`src/rtl/bkpt_pkg.sv`:
```
package bkpt_pkg;
  localparam int NUM_SLOTS = 4;
  localparam int CTL_W     = 32;
  localparam int IDX_W     = 3;
  localparam int SIZE_W    = 4;

  localparam logic [IDX_W-1:0] IDX_CTL    = 3'd4;
  localparam logic [IDX_W-1:0] IDX_STATUS = 3'd5;

  typedef enum logic [1:0] {
    LEN_ONE   = 2'b00,
    LEN_TWO   = 2'b01,
    LEN_ODD   = 2'b10,
    LEN_FOUR  = 2'b11
  } len_code_e;

  function automatic int en_lsb(input int slot);
    return 2 * slot;
  endfunction

  function automatic int type_lsb(input int slot);
    return 16 + 4 * slot;
  endfunction

  function automatic int len_lsb(input int slot);
    return 18 + 4 * slot;
  endfunction
endpackage

```
`src/rtl/bkpt_regs.sv`:
```
module bkpt_regs
  import bkpt_pkg::*;
#(
  parameter int AW = 32
) (
  input  logic                    clk,
  input  logic                    rst_n,
  input  logic                    wr_en,
  input  logic [IDX_W-1:0]        wr_idx,
  input  logic [AW-1:0]           wr_data,
  output logic [NUM_SLOTS*AW-1:0] slot_addr,
  output logic [CTL_W-1:0]        ctl_word,
  output logic                    status_wr,
  output logic [NUM_SLOTS-1:0]    status_wdata
);
  for (genvar n = 0; n < NUM_SLOTS; n++) begin : g_addr
    logic [AW-1:0] addr_q;
    always_ff @(posedge clk) begin
      if (!rst_n)
        addr_q <= '0;
      else if (wr_en && wr_idx == IDX_W'(n))
        addr_q <= wr_data;
    end
    assign slot_addr[n*AW +: AW] = addr_q;
  end

  always_ff @(posedge clk) begin
    if (!rst_n)
      ctl_word <= '0;
    else if (wr_en && wr_idx == IDX_CTL)
      ctl_word <= wr_data[CTL_W-1:0];
  end

  assign status_wr    = wr_en && (wr_idx == IDX_STATUS);
  assign status_wdata = wr_data[NUM_SLOTS-1:0];
endmodule

```
`src/rtl/bkpt_slot.sv`:
```
module bkpt_slot
  import bkpt_pkg::*;
#(
  parameter int AW = 32
) (
  input  logic [AW-1:0] bp_addr,
  input  logic [1:0]    en_pair,
  input  logic [1:0]    type_fld,
  input  logic [1:0]    len_fld,
  input  logic [AW-1:0] acc_start,
  input  logic [AW-1:0] acc_last,
  input  logic [1:0]    type_a,
  input  logic [1:0]    type_b,
  output logic          slot_en,
  output logic          slot_match
);
  function automatic logic [AW-1:0] align_base(input logic [AW-1:0] a,
                                               input logic [1:0] code);
    logic [AW-1:0] m;
    case (len_code_e'(code))
      LEN_TWO:  m = AW'(1);
      LEN_FOUR: m = AW'(3);
      default:  m = '0;
    endcase
    return a & ~m;
  endfunction

  function automatic logic [AW-1:0] win_end(input logic [AW-1:0] base,
                                            input logic [1:0] code);
    return base + AW'(code);
  endfunction

  logic [AW-1:0] lo, hi;
  logic          type_ok, overlap;

  assign lo         = align_base(bp_addr, len_fld);
  assign hi         = win_end(lo, len_fld);
  assign type_ok    = (type_fld == type_a) || (type_fld == type_b);
  assign overlap    = (acc_start <= hi) && (acc_last >= lo);
  assign slot_en    = |en_pair;
  assign slot_match = type_ok && overlap;
endmodule

```
`src/rtl/bkpt_accum.sv`:
```
module bkpt_accum
  import bkpt_pkg::*;
(
  input  logic                 clk,
  input  logic                 rst_n,
  input  logic                 acc_valid,
  input  logic                 inhibit,
  input  logic                 hit_now,
  input  logic [NUM_SLOTS-1:0] mask_now,
  input  logic                 status_wr,
  input  logic [NUM_SLOTS-1:0] status_wdata,
  output logic                 hit,
  output logic [NUM_SLOTS-1:0] hit_mask,
  output logic [NUM_SLOTS-1:0] status,
  output logic                 exc_fault,
  output logic                 exc_trap
);
  logic [NUM_SLOTS-1:0] pend_mask;
  logic                 pend_flag;
  logic                 commit_now;
  logic [NUM_SLOTS-1:0] commit_bits, status_base;

  assign commit_now  = acc_valid && !inhibit;
  assign commit_bits = commit_now ? (pend_mask | mask_now) : '0;
  assign status_base = status_wr ? status_wdata : status;

  always_ff @(posedge clk) begin
    if (!rst_n) begin
      hit       <= 1'b0;
      hit_mask  <= '0;
      status    <= '0;
      exc_fault <= 1'b0;
      exc_trap  <= 1'b0;
      pend_mask <= '0;
      pend_flag <= 1'b0;
    end else begin
      hit       <= acc_valid && hit_now;
      hit_mask  <= acc_valid ? mask_now : '0;
      status    <= status_base | commit_bits;
      exc_fault <= commit_now && hit_now;
      exc_trap  <= commit_now && pend_flag;
      if (acc_valid && inhibit) begin
        pend_mask <= pend_mask | mask_now;
        pend_flag <= pend_flag | hit_now;
      end else if (commit_now) begin
        pend_mask <= '0;
        pend_flag <= 1'b0;
      end
    end
  end
endmodule

```
`src/rtl/bkpt_matcher.sv`:
```
module bkpt_matcher
  import bkpt_pkg::*;
#(
  parameter int AW = 32
) (
  input  logic                 clk,
  input  logic                 rst_n,
  input  logic                 cfg_we,
  input  logic [IDX_W-1:0]     cfg_idx,
  input  logic [AW-1:0]        cfg_wdata,
  input  logic                 acc_valid,
  input  logic [AW-1:0]        acc_addr,
  input  logic [SIZE_W-1:0]    acc_size,
  input  logic [1:0]           acc_type_a,
  input  logic [1:0]           acc_type_b,
  input  logic                 dbg_inhibit,
  output logic                 hit,
  output logic [NUM_SLOTS-1:0] hit_mask,
  output logic [NUM_SLOTS-1:0] status,
  output logic                 exc_fault,
  output logic                 exc_trap
);
  function automatic logic [AW-1:0] access_last(input logic [AW-1:0] a,
                                                input logic [SIZE_W-1:0] sz);
    return a + AW'(sz) - AW'(1);
  endfunction

  logic [NUM_SLOTS*AW-1:0] slot_addr;
  logic [CTL_W-1:0]        ctl_word;
  logic                    status_wr;
  logic [NUM_SLOTS-1:0]    status_wdata;
  logic [NUM_SLOTS-1:0]    slot_en, slot_match;
  logic [AW-1:0]           acc_last;
  logic                    any_enable, hit_now;
  logic [NUM_SLOTS-1:0]    mask_now;

  bkpt_regs #(.AW(AW)) u_regs (
    .clk          (clk),
    .rst_n        (rst_n),
    .wr_en        (cfg_we),
    .wr_idx       (cfg_idx),
    .wr_data      (cfg_wdata),
    .slot_addr    (slot_addr),
    .ctl_word     (ctl_word),
    .status_wr    (status_wr),
    .status_wdata (status_wdata)
  );

  assign acc_last = access_last(acc_addr, acc_size);

  for (genvar n = 0; n < NUM_SLOTS; n++) begin : g_slot
    bkpt_slot #(.AW(AW)) u_slot (
      .bp_addr    (slot_addr[n*AW +: AW]),
      .en_pair    (ctl_word[en_lsb(n) +: 2]),
      .type_fld   (ctl_word[type_lsb(n) +: 2]),
      .len_fld    (ctl_word[len_lsb(n) +: 2]),
      .acc_start  (acc_addr),
      .acc_last   (acc_last),
      .type_a     (acc_type_a),
      .type_b     (acc_type_b),
      .slot_en    (slot_en[n]),
      .slot_match (slot_match[n])
    );
  end

  assign any_enable = |ctl_word[2*NUM_SLOTS-1:0];
  assign hit_now    = any_enable && |(slot_en & slot_match);
  assign mask_now   = hit_now ? slot_match : '0;

  bkpt_accum u_accum (
    .clk          (clk),
    .rst_n        (rst_n),
    .acc_valid    (acc_valid),
    .inhibit      (dbg_inhibit),
    .hit_now      (hit_now),
    .mask_now     (mask_now),
    .status_wr    (status_wr),
    .status_wdata (status_wdata),
    .hit          (hit),
    .hit_mask     (hit_mask),
    .status       (status),
    .exc_fault    (exc_fault),
    .exc_trap     (exc_trap)
  );
endmodule

```
`config.mk`:
```
export PLATFORM = sky130hd
export DESIGN_NAME = bkpt_matcher
export DESIGN_NICKNAME = d
export VERILOG_FILES = /design/src/rtl/bkpt_pkg.sv /design/src/rtl/bkpt_regs.sv /design/src/rtl/bkpt_slot.sv /design/src/rtl/bkpt_accum.sv /design/src/rtl/bkpt_matcher.sv
export SDC_FILE = /design/constraint.sdc
export NUM_CORES = 1
export LEC_CHECK = 0
export BUFFER_PORTS_ARGS = -buffer_cell sky130_fd_sc_hd__clkbuf_2
export CORE_MARGIN = 4
export CORE_UTILIZATION = 37
export CTS_BUF_LIST = sky130_fd_sc_hd__clkbuf_8
export DETAILED_ROUTE_END_ITERATION = 6
export GPL_TIMING_DRIVEN = 0
export PLACE_DENSITY_LB_ADDON = 0.25
export SLEW_MARGIN = 10
export SYNTH_ARGS = -nofsm -noshare
export SYNTH_HDL_FRONTEND = slang
export SYNTH_SLANG_ARGS = --single-unit
```
`constraint.sdc`:
```
create_clock -name clk -period 5.7 [get_ports clk]
set_input_delay 1.14 -clock clk [delete_from_list [all_inputs] [get_ports clk]]
set_output_delay 1.14 -clock clk [all_outputs]
set_load 0.05 [all_outputs]
```
==> results.json <==
{
  "maxSlewViolCount": 0,
  "period_needed_ns": 5.54,
  "setup_violations": 0,
  "synth.yosys.seq_area_share_pct": 20.7,
  "fin_nets": 2621,
  "core_um2": 43300,
  "netlist_area_um2": 16300,
  "crit_fanout": 5,
  "ant_nets": 0,
  "power.switching_uw": 1410,
  "vdd_drop_max_v": 0.000128,
  "switching_share_pct": 39.5,
  "seq_power_share_pct": 34.1,
  "post-route-period-util_pct": 97.2,
  "gp_congestion": 0.930,
  "crit_required_ns": 6.10,
  "synthDistinctLibCells": 67,
  "layout-drive-gt1-share_pct": 11.6,
  "clk-insertion-delay-late_ns": 0.52,
  "grt_pass1_vias": 14900,
  "worst_pin_slew_ns": 1.21,
  "drt_wl_total_mm": 55.6,
  "max_freq_ghz": 0.180,
  "worst_slack_ns": 0.159,
  "ys_async_sr_fraction_pct": 0,
  "rows": 76,
  "final_cell_mix": "406 x nand2_1, 287 x ha_1, 187 x inv_1, 168 x dfxtp_1, 153 x a21boi_0",
  "r2r_slack_ns": 0.21,
  "synth_edf_count": 0,
  "hold_depth": 2,
  "io_pins": 91,
  "cts.sinks": 168,
  "skew_ns": 0.0276,
  "grt_usage_pct": 23.2,
  "remaining_drc_errors": 0,
  "p_int_uw": 2160,
  "fin_area_um2": 18800,
  "fin_setup_tns_ns": 0,
  "initial_utilization_pct": 37.6,
  "syn2layout_area_growth_pct": 15.2,
  "die_x_um": 218,
  "synthesis.nets": 2482,
  "powerDensity_nw_per_um2": 191,
  "worstPathArrival_ns": 5.94,
  "maxCapViolCount": 0,
  "cp-end-kind": "flop",
  "cts_made_buffers": 17,
  "dp_hpwl_mm": 45.8,
  "drtIter0Drc": 997,
  "power_uw": 3580,
  "cp-start-kind": "input port",
  "status": "complete, no violations",
  "holdPathEnd": "u_accum.pend_flag",
  "timing_worst_setup_path_type": "input port to flop",
  "hp-class": "flop to flop",
  "antenna_found_initial": 2,
  "tritoncts": "done",
  "slew_headroom_pct": 18.6,
  "dieArea_um2": 47400,
  "min_from": "u_accum.pend_flag",
  "hold_viol": 0,
  "rr_worst_depth": 22,
  "preCtsSetupSlack_ns": -2.02,
  "p_clk_share_pct": 26.6,
  "clkSlewWorstSetupHoldPaths_ns": 0.12,
  "clockBufferDepth": 2,
  "synth_cells": 2099,
  "combPwrFrac_pct": 39.2,
  "dr.pass1.iters": 7,
  "die_h_um": 218,
  "worstReg2RegEnd": "u_accum.status[2]",
  "cts-root-buf": "clkbuf_8",
  "htree_num_levels": 4,
  "vias": 15200,
  "overflow": 0,
  "synth_seq_cells": 168,
  "place_area_um2": 17500,
  "p_leak_uw": 0.00707,
  "numPortBuffers": 90,
  "routed_wire_length_per_instance_um": 19.6,
  "postSynthAreaPerCell_um2": 7.75,
  "rr_startpoint": "u_regs.ctl_word[27]",
  "synth_flop_cell": "dfxtp_1",
  "viasPerCell": 5.35,
  "ys_warn_count": 0,
  "grt_pass1_wl_mm": 84.9,
  "grt_start_max_net_pins": 20,
  "final_common_cell": "nand2_1"
}
## Yosys cell counts, drive strengths merged, types with 8 or more instances
master / n / area (um2)
a21oi: 87 / 439
a21boi: 153 / 1150
ha: 298 / 3730
o211ai: 13 / 97.6
o31ai: 13 / 118
a211oi: 18 / 135
or2: 9 / 58.8
o21bai: 8 / 60.1
o21a: 11 / 82.6
dfxtp: 168 / 3360
a21o: 68 / 510
nand4: 59 / 375
o21ai: 52 / 264
nand2b: 13 / 81.3
xor2: 17 / 149
inv: 196 / 736
clkbuf: 56 / 210
nor3: 41 / 238
nor2b: 22 / 140
and3: 12 / 75.1
nor4: 15 / 93.8
nor2: 66 / 255
xnor2: 146 / 1280
and4: 10 / 87.6
or3: 9 / 61.3
nand3: 60 / 300
nand2: 407 / 1530
a221oi: 10 / 93.8
## stage by stage
stage / hold WS [ns] / std cells / util (%)
floorplan: 0.423 / 2099 / -
global placement: 0.438 / 2774 / 40.3
detailed placement: 0.444 / 2774 / 40.3
CTS: 0.461 / 2824 / 42.4
global route: 0.479 / 2837 / 43.3
finish: 0.458 / 2837 / 43.3
## worst max-delay path: stages
cell,delay (ns)
buf_4,0.13
inv_2,0.05
ha_4,0.26
inv_1,0.04
ha_1,0.27
a21o_1,0.15
and4_4,0.27
o2111ai_4,0.14
a31oi_4,0.35
o31ai_4,0.12
o211ai_1,0.30
nand2_2,0.15
xnor2_4,0.25
ha_1,0.27
and2_4,0.16
a221o_1,0.34
a221oi_2,0.34
o211ai_1,0.22
a31oi_4,0.32
nor3_4,0.07
nor3_4,0.34
buf_6,0.18
o31ai_2,0.07
## flip-flops by register name (all words and copies together), names as in the netlist
| name | flops |
|---|---|
| u_regs.g_addr.addr_q | 128 |
| u_accum.pend_flag | 1 |
| u_regs.ctl_word | 24 |
| u_accum.status | 4 |
| u_accum.exc_trap | 1 |
| u_accum.hit | 1 |
| u_accum.hit_mask | 4 |
| u_accum.pend_mask | 4 |
| u_accum.exc_fault | 1 |
## final cells by class
class	instances	area, um2
fill	4337	24500
sequential	168	3360
timing repair buffer	121	722
buffer	57	224
antenna	1	2.50
clock inverter	15	193
clock buffer	17	234
multi-input combinational	1677	12500
inverter	196	738
tap	585	732
## power by group through the flow
stage               clock [uW]  sequential [uW]  combinational [uW]
floorplan                    0             1240                 801
global placement             0             1250                1170
detailed placement           0             1250                1200
CTS                        976             1220                1310
global route              1020             1220                1570
finish                     954             1220                1400
## kinds of logic (layout without fill, tap and decap cells)
logic type / Yosys count / count (layout) / synth area share (%)
buffers and inverters: 254 / 406 / 5.91
flip-flops: 168 / 168 / 20.7
other: 0 / 1 / 0
multiplexers: 4 / 4 / 0.277
AND/OR/NAND/NOR: 735 / 735 / 20.8
AO/OA/AOI/OAI: 472 / 472 / 20.1
adder cells (fa/ha/maj): 303 / 303 / 23.5
XOR/XNOR: 163 / 163 / 8.77
## per-layer routing
layer	routed length, um	track usage (%)
met5	13	0
met4	1330	6.68
met1	26100	31.6
met3	2680	3.33
met2	25500	38.4
## worst max-delay path by stage
stage                 start                   to  slack, ns  depth (start not counted)
2_1_floorplan   acc_addr[1]    u_accum.pend_flag       0.17                         25
3_3_place_gp    acc_addr[1]  u_accum.hit_mask[3]      -1.97                         25
3_5_place_dp    acc_addr[1]    u_accum.pend_flag      -2.02                         25
4_1_cts         acc_addr[1]    u_accum.status[2]      0.006                         26
5_1_grt        acc_addr[18]    u_accum.status[2]      -0.04                         22
6_report        acc_addr[2]    u_accum.status[2]       0.16                         23
## what timing repair did
action / 4_1_cts / 5_1_grt
resized for setup: 56 / 64
pin swaps: 24 / 49
cloned: 1 / 0
setup endpoints to repair: 15 / 15
hold buffers: 0 / 0
buffers inserted: 17 / 13
No activity file was read; power rests on OpenSTA's default activity.
